[config.mk]
export PLATFORM = sky130hd
export DESIGN_NAME = segmap_regfile
export DESIGN_NICKNAME = d
export VERILOG_FILES = /design/src/rtl/segmap_regfile.sv
export SDC_FILE = /design/constraint.sdc
export NUM_CORES = 1
export LEC_CHECK = 0
export BUFFER_PORTS_ARGS = -buffer_cell sky130_fd_sc_hd__buf_4
export CORE_ASPECT_RATIO = 1.4
export CORE_MARGIN = 4
export CORE_UTILIZATION = 57
export DETAILED_ROUTE_END_ITERATION = 10
export PLACE_DENSITY = 0.76
export SKIP_LAST_GASP = 1
export SYNTH_ARGS = -nofsm -noshare
export SYNTH_HDL_FRONTEND = slang
export SYNTH_SLANG_ARGS = --single-unit
[constraint.sdc]
create_clock -name clk -period 4.5 [get_ports clk]
set_input_delay 1.35 -clock clk [delete_from_list [all_inputs] [get_ports clk]]
set_output_delay 1.35 -clock clk [all_outputs]
set_load 0.01 [all_outputs]
[src/rtl/segmap_regfile.sv]
module segmap_regfile #(
  parameter int SEG_BITS  = 2,
  parameter int BANK_BITS = 4,
  parameter int PAGE_W    = 6,
  parameter logic [PAGE_W-1:0] PASS_BASE = 6'h30
) (
  input  logic                 clk,
  input  logic                 rst_n,
  input  logic                 cs,
  input  logic                 we,
  input  logic [7:0]           addr,
  input  logic [7:0]           wdata,
  output logic [7:0]           rdata,
  input  logic [BANK_BITS-1:0] xlat_bank,
  output logic [PAGE_W-1:0]    xlat_page,
  output logic                 mmu_en,
  output logic                 win_en,
  output logic                 boot_ram,
  output logic [7:0]           win_ofs
);
  localparam int DEPTH = 1 << (SEG_BITS + BANK_BITS);
  localparam logic [7:0] ENT_BASE = 8'h80;
  localparam logic [7:0] SEG_ADR  = 8'h90;
  localparam logic [7:0] WIN_ADR  = 8'h92;
  localparam logic [7:0] CTL_ADR  = 8'h93;
  localparam logic [7:0] CTL_FILL = 8'h3E;

  logic [PAGE_W-1:0]   tbl [DEPTH];
  logic [SEG_BITS-1:0] seg;

  wire wr     = cs && we;
  wire hit_e  = (addr[7:BANK_BITS] == ENT_BASE[7:BANK_BITS]);
  wire [SEG_BITS+BANK_BITS-1:0] widx = {seg, addr[BANK_BITS-1:0]};
  wire [SEG_BITS+BANK_BITS-1:0] xidx = {seg, xlat_bank};

  always_ff @(posedge clk) begin
    if (!rst_n) begin
      for (int i = 0; i < DEPTH; i++) tbl[i] <= '0;
      seg      <= '0;
      win_ofs  <= '0;
      mmu_en   <= 1'b0;
      win_en   <= 1'b0;
      boot_ram <= 1'b0;
    end else if (wr) begin
      if (hit_e) tbl[widx] <= wdata[PAGE_W-1:0];
      if (addr == SEG_ADR) seg <= wdata[SEG_BITS-1:0];
      if (addr == WIN_ADR) win_ofs <= wdata;
      if (addr == CTL_ADR) begin
        mmu_en   <= wdata[7];
        win_en   <= wdata[6];
        boot_ram <= wdata[0];
      end
    end
  end

  always_comb begin
    rdata = 8'hFF;
    if (hit_e)
      rdata = {{(8-PAGE_W){1'b0}}, tbl[widx]};
    else if (addr == CTL_ADR)
      rdata = CTL_FILL | {mmu_en, win_en, 5'b0, boot_ram};
  end

  assign xlat_page = mmu_en ? tbl[xidx] : (PASS_BASE | PAGE_W'(xlat_bank));


  ctl_write_chk: assert property (@(posedge clk) disable iff (!rst_n)
    (wr && addr == CTL_ADR) |=> {mmu_en, win_en, boot_ram} == {$past(wdata[7]), $past(wdata[6]), $past(wdata[0])});

  ctl_hold_chk: assert property (@(posedge clk) disable iff (!rst_n)
    !(wr && addr == CTL_ADR) |=> $stable({mmu_en, win_en, boot_ram}));

  win_write_chk: assert property (@(posedge clk) disable iff (!rst_n)
    (wr && addr == WIN_ADR) |=> win_ofs == $past(wdata));

  ctl_fill_chk: assert property (@(posedge clk) disable iff (!rst_n)
    (addr == CTL_ADR) |-> (rdata[5:1] == 5'h1F && rdata[7] == mmu_en && rdata[0] == boot_ram));

  ent_upper_chk: assert property (@(posedge clk) disable iff (!rst_n)
    hit_e |-> rdata[7:6] == 2'b00);

  unmapped_chk: assert property (@(posedge clk) disable iff (!rst_n)
    (!hit_e && addr != CTL_ADR) |-> rdata == 8'hFF);
endmodule

======== Word level (Yosys, flattened, before mapping) ========
Memory sizes are Yosys's and may differ from the RTL's.
Cells that the tools add are included.
word-level totals
  bits in registers ....................... 13
  bits in latches ......................... 0
  bits in writable memories ............... 384
  bits in read-only memories .............. 0
  bits of input ports ..................... 24
  output and inout bits ................... 25
  word-level logic and storage cells ...... 26
  memories ................................ 1
operators by class
  $add $sub $neg .......................... 0
  multiply operators ...................... 0
  divide/modulo/power cells ............... 0
  order comparisons ....................... 0
  eq/ne operators ......................... 4
  shift-type cells ........................ 0
  mux-type cells .......................... 11
  bitwise operators ....................... 0
  reduce and logical (&&, ||, !) cells .... 5
memory list
  memory  words  width  read ports  clocked after memory_dff  wr ports  RTL line  source
  tbl     64     6      2           0                         64        28        logic [PAGE_W-1:0] tbl [DEPTH];
operators by type and width
  operator              number
  $eq A8 B8 Y1 const B  3
  $mux W6               3
  $mux W8               2
  $mux W1               6
  $reduce_and A2 Y1     3
  $reduce_or A6 Y1      1
  $eq A4 B4 Y1 const B  1
  $logic_and A1 B1 Y1   1

======== Longest topological paths before layout ========
  depth after elaboration ................. 7
  depth in mapped cells ................... 9
  depth with buffers taken out ............ 5

======== Worst setup path after synthesis ========
Ideal clock, no wire load.
  kind .................................... input -> output
  start ................................... input xlat_bank[0]
  end ..................................... output xlat_page[4]
  data arrival time ....................... 3161 ps
  data required time ...................... 3150 ps
  path slack .............................. -11 ps
  stages on the path ...................... 7
  path buffers ............................ 3
  path through ............................ buf_6 -> buf_2 -> buf_4 -> mux4_2 -> a221oi_1 -> o21ai_0 -> or3_1
between the ends
  cells in the longest elaborated chain, start to end .. 2
ends and longest elaborated chain
  what             RTL line  source
  start, declared  14        input logic [BANK_BITS-1:0] xlat_bank,
  $mem_v2 Z64 W6   -
  $mux W6          64        assign xlat_page = mmu_en ? tbl[xidx] : (PASS_BASE | PAGE_W'(xlat_bank));
  end, declared    15        output logic [PAGE_W-1:0] xlat_page,
Every way passes these cells.

======== Worst setup path after layout ========
  start ................................... input addr[1]
  end ..................................... output rdata[5]
between the ends
  cells in the longest elaborated chain, start to end .. 2
ends and longest elaborated chain
  what             RTL line  source
  start, declared  11        input logic [7:0] addr,
  $mem_v2 Z64 W6   -
  $mux W8          58        if (hit_e)
  end, declared    13        output logic [7:0] rdata,
Every way passes these cells.

==> impl_metrics.env <==
export IMPL_min_period_over_period_pct=106
export IMPL_setup_ws_ns=-0.271
export IMPL_async_reset_ff_share_pct=0
export IMPL_powerDensity_nw_per_um2=320
export IMPL_ant_nets=0
export IMPL_place_gp_congestion=1.08
export IMPL_cts_clk_slew_worst_paths_ns=0.06
export IMPL_grt_pass1_wl_um=117000
export IMPL_area_delta_synth_final_pct=23.7
export IMPL_synth_flop_cell="edfxtp_1"
export IMPL_cts_buffer_depth=3
export IMPL_ioPinCount=49
export IMPL_initial_utilization_pct=57.4
export IMPL_synth_area_per_cell_um2=13.2
export IMPL_ir_drop_v=0.000347
export IMPL_end_kind="primary output"
export IMPL_status="complete, but fails checks"
export IMPL_skew_ns=0.0175
export IMPL_max_stage_delay_ns=0.45
export IMPL_cts_hold_buf=0
export IMPL_failed_checks="setup timing"
export IMPL_die_x_um=174
export IMPL_tightest_slew_ns=0.826
export IMPL_drt_iter0_markers=3216
export IMPL_cts_inserted_buffers=39
export IMPL_grt_max_degree=78
export IMPL_cts_root_buf="clkbuf_16"
export IMPL_synth_area_leaders="edfxtp_1 52%, mux4_2 15%, and3_1 8.3%, and2_1 2.9%, mux2i_1 2.7%"
export IMPL_synth_top_area_share_pct=52.3
export IMPL_drive_above_1_share_pct=37.8
export IMPL_maxSlewViolCount=0
export IMPL_critPathMostFrequentCell="buf_12"
export IMPL_routedWlPerCell_um=33.4
export IMPL_core_region_area_um2=38400
export IMPL_portBuffers=48
export IMPL_wl_um=81800
export IMPL_netlist_instances=1671
export IMPL_synth_top_area_cell="edfxtp_1"
export IMPL_ys_types=63
export IMPL_ys_ff_latch=397
export IMPL_vias=17800
export IMPL_drc=0
export IMPL_avgViaCountPerCell=7.24
export IMPL_antenna_found_initial=1
export IMPL_yosysSeqAreaShare_pct=53.5
export IMPL_yosysWarnings=0
export IMPL_numClockSinks=397
export IMPL_p_leak_nw=11.0
export IMPL_min_period_ns=4.77
export IMPL_hold_viol_final=0
export IMPL_max_cap_viol_count=0
export IMPL_max_slew_margin_pct=45.0
export IMPL_syn_cell_area_um2=22000
export IMPL_grt_use_total_pct=38.5
export IMPL_fin_util_pct=71.0
export IMPL_path_max_fanout=8
export IMPL_hpwlAfterDp_um=55600
export IMPL_die_y_um=241
export IMPL_worstSkewPairLatency_ns=0.57
export IMPL_row_count=85
export IMPL_crit_chain="buf_16 > buf_12 > buf_12 > and2_4 > buf_12 > a221oi_2 > o22ai_1 > a2111oi_2 > nand4_1 > buf_4"
export IMPL_cts_tree="done"
export IMPL_hold_class="register to register"
export IMPL_fin_cells=2453
export IMPL_crit_path_start_kind="input port"
export IMPL_slowest_stage="a2111oi_2"
export IMPL_max_freq_mhz=210
export IMPL_grt_overflow=0
export IMPL_synth_edf_count=384
export IMPL_detailedRoute_firstPassIterationCount=9
export IMPL_critical_path_class="input port to primary output"
export IMPL_dp_cells=2343
export IMPL_grt_pass1_vias=17300
export IMPL_rsz0062_at_grt="yes"
export IMPL_dieArea_um2=41900
export IMPL_ctsHtreeMaxLevel=2
export IMPL_critPathArrivalTime_ns=3.42
export IMPL_synth_nets=1695
export IMPL_finalSetupViolCount=12
export IMPL_fill_cells=2504
export IMPL_tns_ns=-2.45
export IMPL_final_nets=1924
export IMPL_cp_required_ns=3.15
-- cells in the final DEF, fill, tap and decap left out, drive strengths merged, types with 9 or more instances in the layout --
cell type	Yosys	layout
a21oi	21	21
a221oi	33	33
a22oi	30	30
and2	102	102
and3	291	291
buf	78	392
clkbuf	127	49
clkinv	0	14
dfxtp	13	13
edfxtp	384	384
mux2	31	31
mux2i	60	60
mux4	144	144
nand2	46	46
nand2b	13	13
nand3	23	23
nor2	40	40
nor2b	37	37
nor3	9	9
o211ai	10	10
o21ai	75	75
o22ai	18	18
-- cell usage after synthesis, drive strengths merged (3+ instances only) --
| library cell | n |
|---|---|
| a221oi | 33 |
| mux4 | 144 |
| nand2b | 13 |
| nor3b | 4 |
| a22oi | 30 |
| and3 | 291 |
| nand3 | 23 |
| nand4 | 4 |
| edfxtp | 384 |
| a32oi | 3 |
| inv | 7 |
| o22ai | 18 |
| nand2 | 46 |
| a21oi | 21 |
| mux2i | 60 |
| or2 | 7 |
| a211oi | 7 |
| mux2 | 31 |
| nor2b | 37 |
| or3 | 3 |
| clkbuf | 127 |
| nor2 | 40 |
| a22o | 6 |
| and2 | 102 |
| o211ai | 10 |
| buf | 78 |
| a31oi | 5 |
| o21ai | 75 |
| nor3 | 9 |
| a2111oi | 6 |
| dfxtp | 13 |
| o221ai | 4 |
-- layout make-up --
type | count | area [um2] | area share [%]
clock inverters | 22 | 170 | 0.624
inverters | 7 | 30.0 | 0.110
repair buffers | 393 | 3680 | 13.5
flip-flops and latches | 397 | 11800 | 43.2
clock buffers | 49 | 1090 | 3.98
multi-input cells | 1062 | 9860 | 36.1
diodes | 1 | 2.50 | 0.00917
well taps | 522 | 653 | 2.39
-- timing repair --
| action | 4_1_cts | 5_1_grt |
|---|---|---|
| resized for setup | 117 | 52 |
| buffers inserted | 22 | 14 |
| setup endpoints to repair | 12 | 12 |
| cloned | 7 | 0 |
| pin swaps | 32 | 36 |
-- critical path: cells and delay by family --
kind | cells | cell delay [ns]
compound gates | 3 | 0.84
buf+inv | 5 | 0.78
simple gates | 2 | 0.43
-- layer usage --
| layer | vias up | GRT usage [%] | share of wire [%] |
|---|---|---|---|
| met5 | - | 0 | 0 |
| li1 | 7050 | - | - |
| met2 | 1714 | 59.5 | 46 |
| met3 | 446 | 10.7 | 13 |
| met4 | 0 | 27.7 | 9.1 |
| met1 | 8554 | 47.1 | 32 |
-- path summary, 6_finish.rpt --
path	to	cells past startpoint	startpoint	slack [ns]
max	rdata[5]	10	addr[1]	-0.27
min	win_ofs[5]	2	win_ofs[5]	0.52
max reg2reg	tbl[36][4]	5	seg[1]	1.76
min reg2reg	win_ofs[5]	2	win_ofs[5]	0.52
-- logic make-up (layout without fill, tap and decap cells) --
kind of cell	count (synthesis)	count (layout)	share of synthesized area, %
buffers and inverters	212	471	4.20
and+or+nand+nor	589	589	16.0
DFF	397	397	53.5
other	0	1	0
muxes	235	235	19.0
AOI/OAI and AO/OA	238	238	7.31
-- per-stage QoR --
step | instance area [um2] | power (mW) | worst slack [ns] | hold slack [ns]
final | 27300 | 8.72 | -0.271 | 0.518
after global routing | 27300 | 8.89 | -0.264 | 0.561
after CTS | 26900 | 8.63 | -0.208 | 0.527
after detailed placement | 24800 | 5.33 | -0.575 | 0.509
after global placement | 24800 | 5.30 | -0.597 | 0.497
after floorplan | 22100 | 4.82 | 0.0217 | 0.538
-- registers in the layout (all words and copies together) (netlist names) --
signal and count:
boot_ram 1, seg 2, win_ofs 8, tbl 384
win_en 1, mmu_en 1
-- report_power, final --
part	internal, mW	total, mW	switching, mW
clock network	1.83	3.28	1.45
registers	4.17	4.26	0.0998
logic	0.547	1.17	0.627
total	6.55	8.72	2.18
No activity file was read; power rests on OpenSTA's default activity.
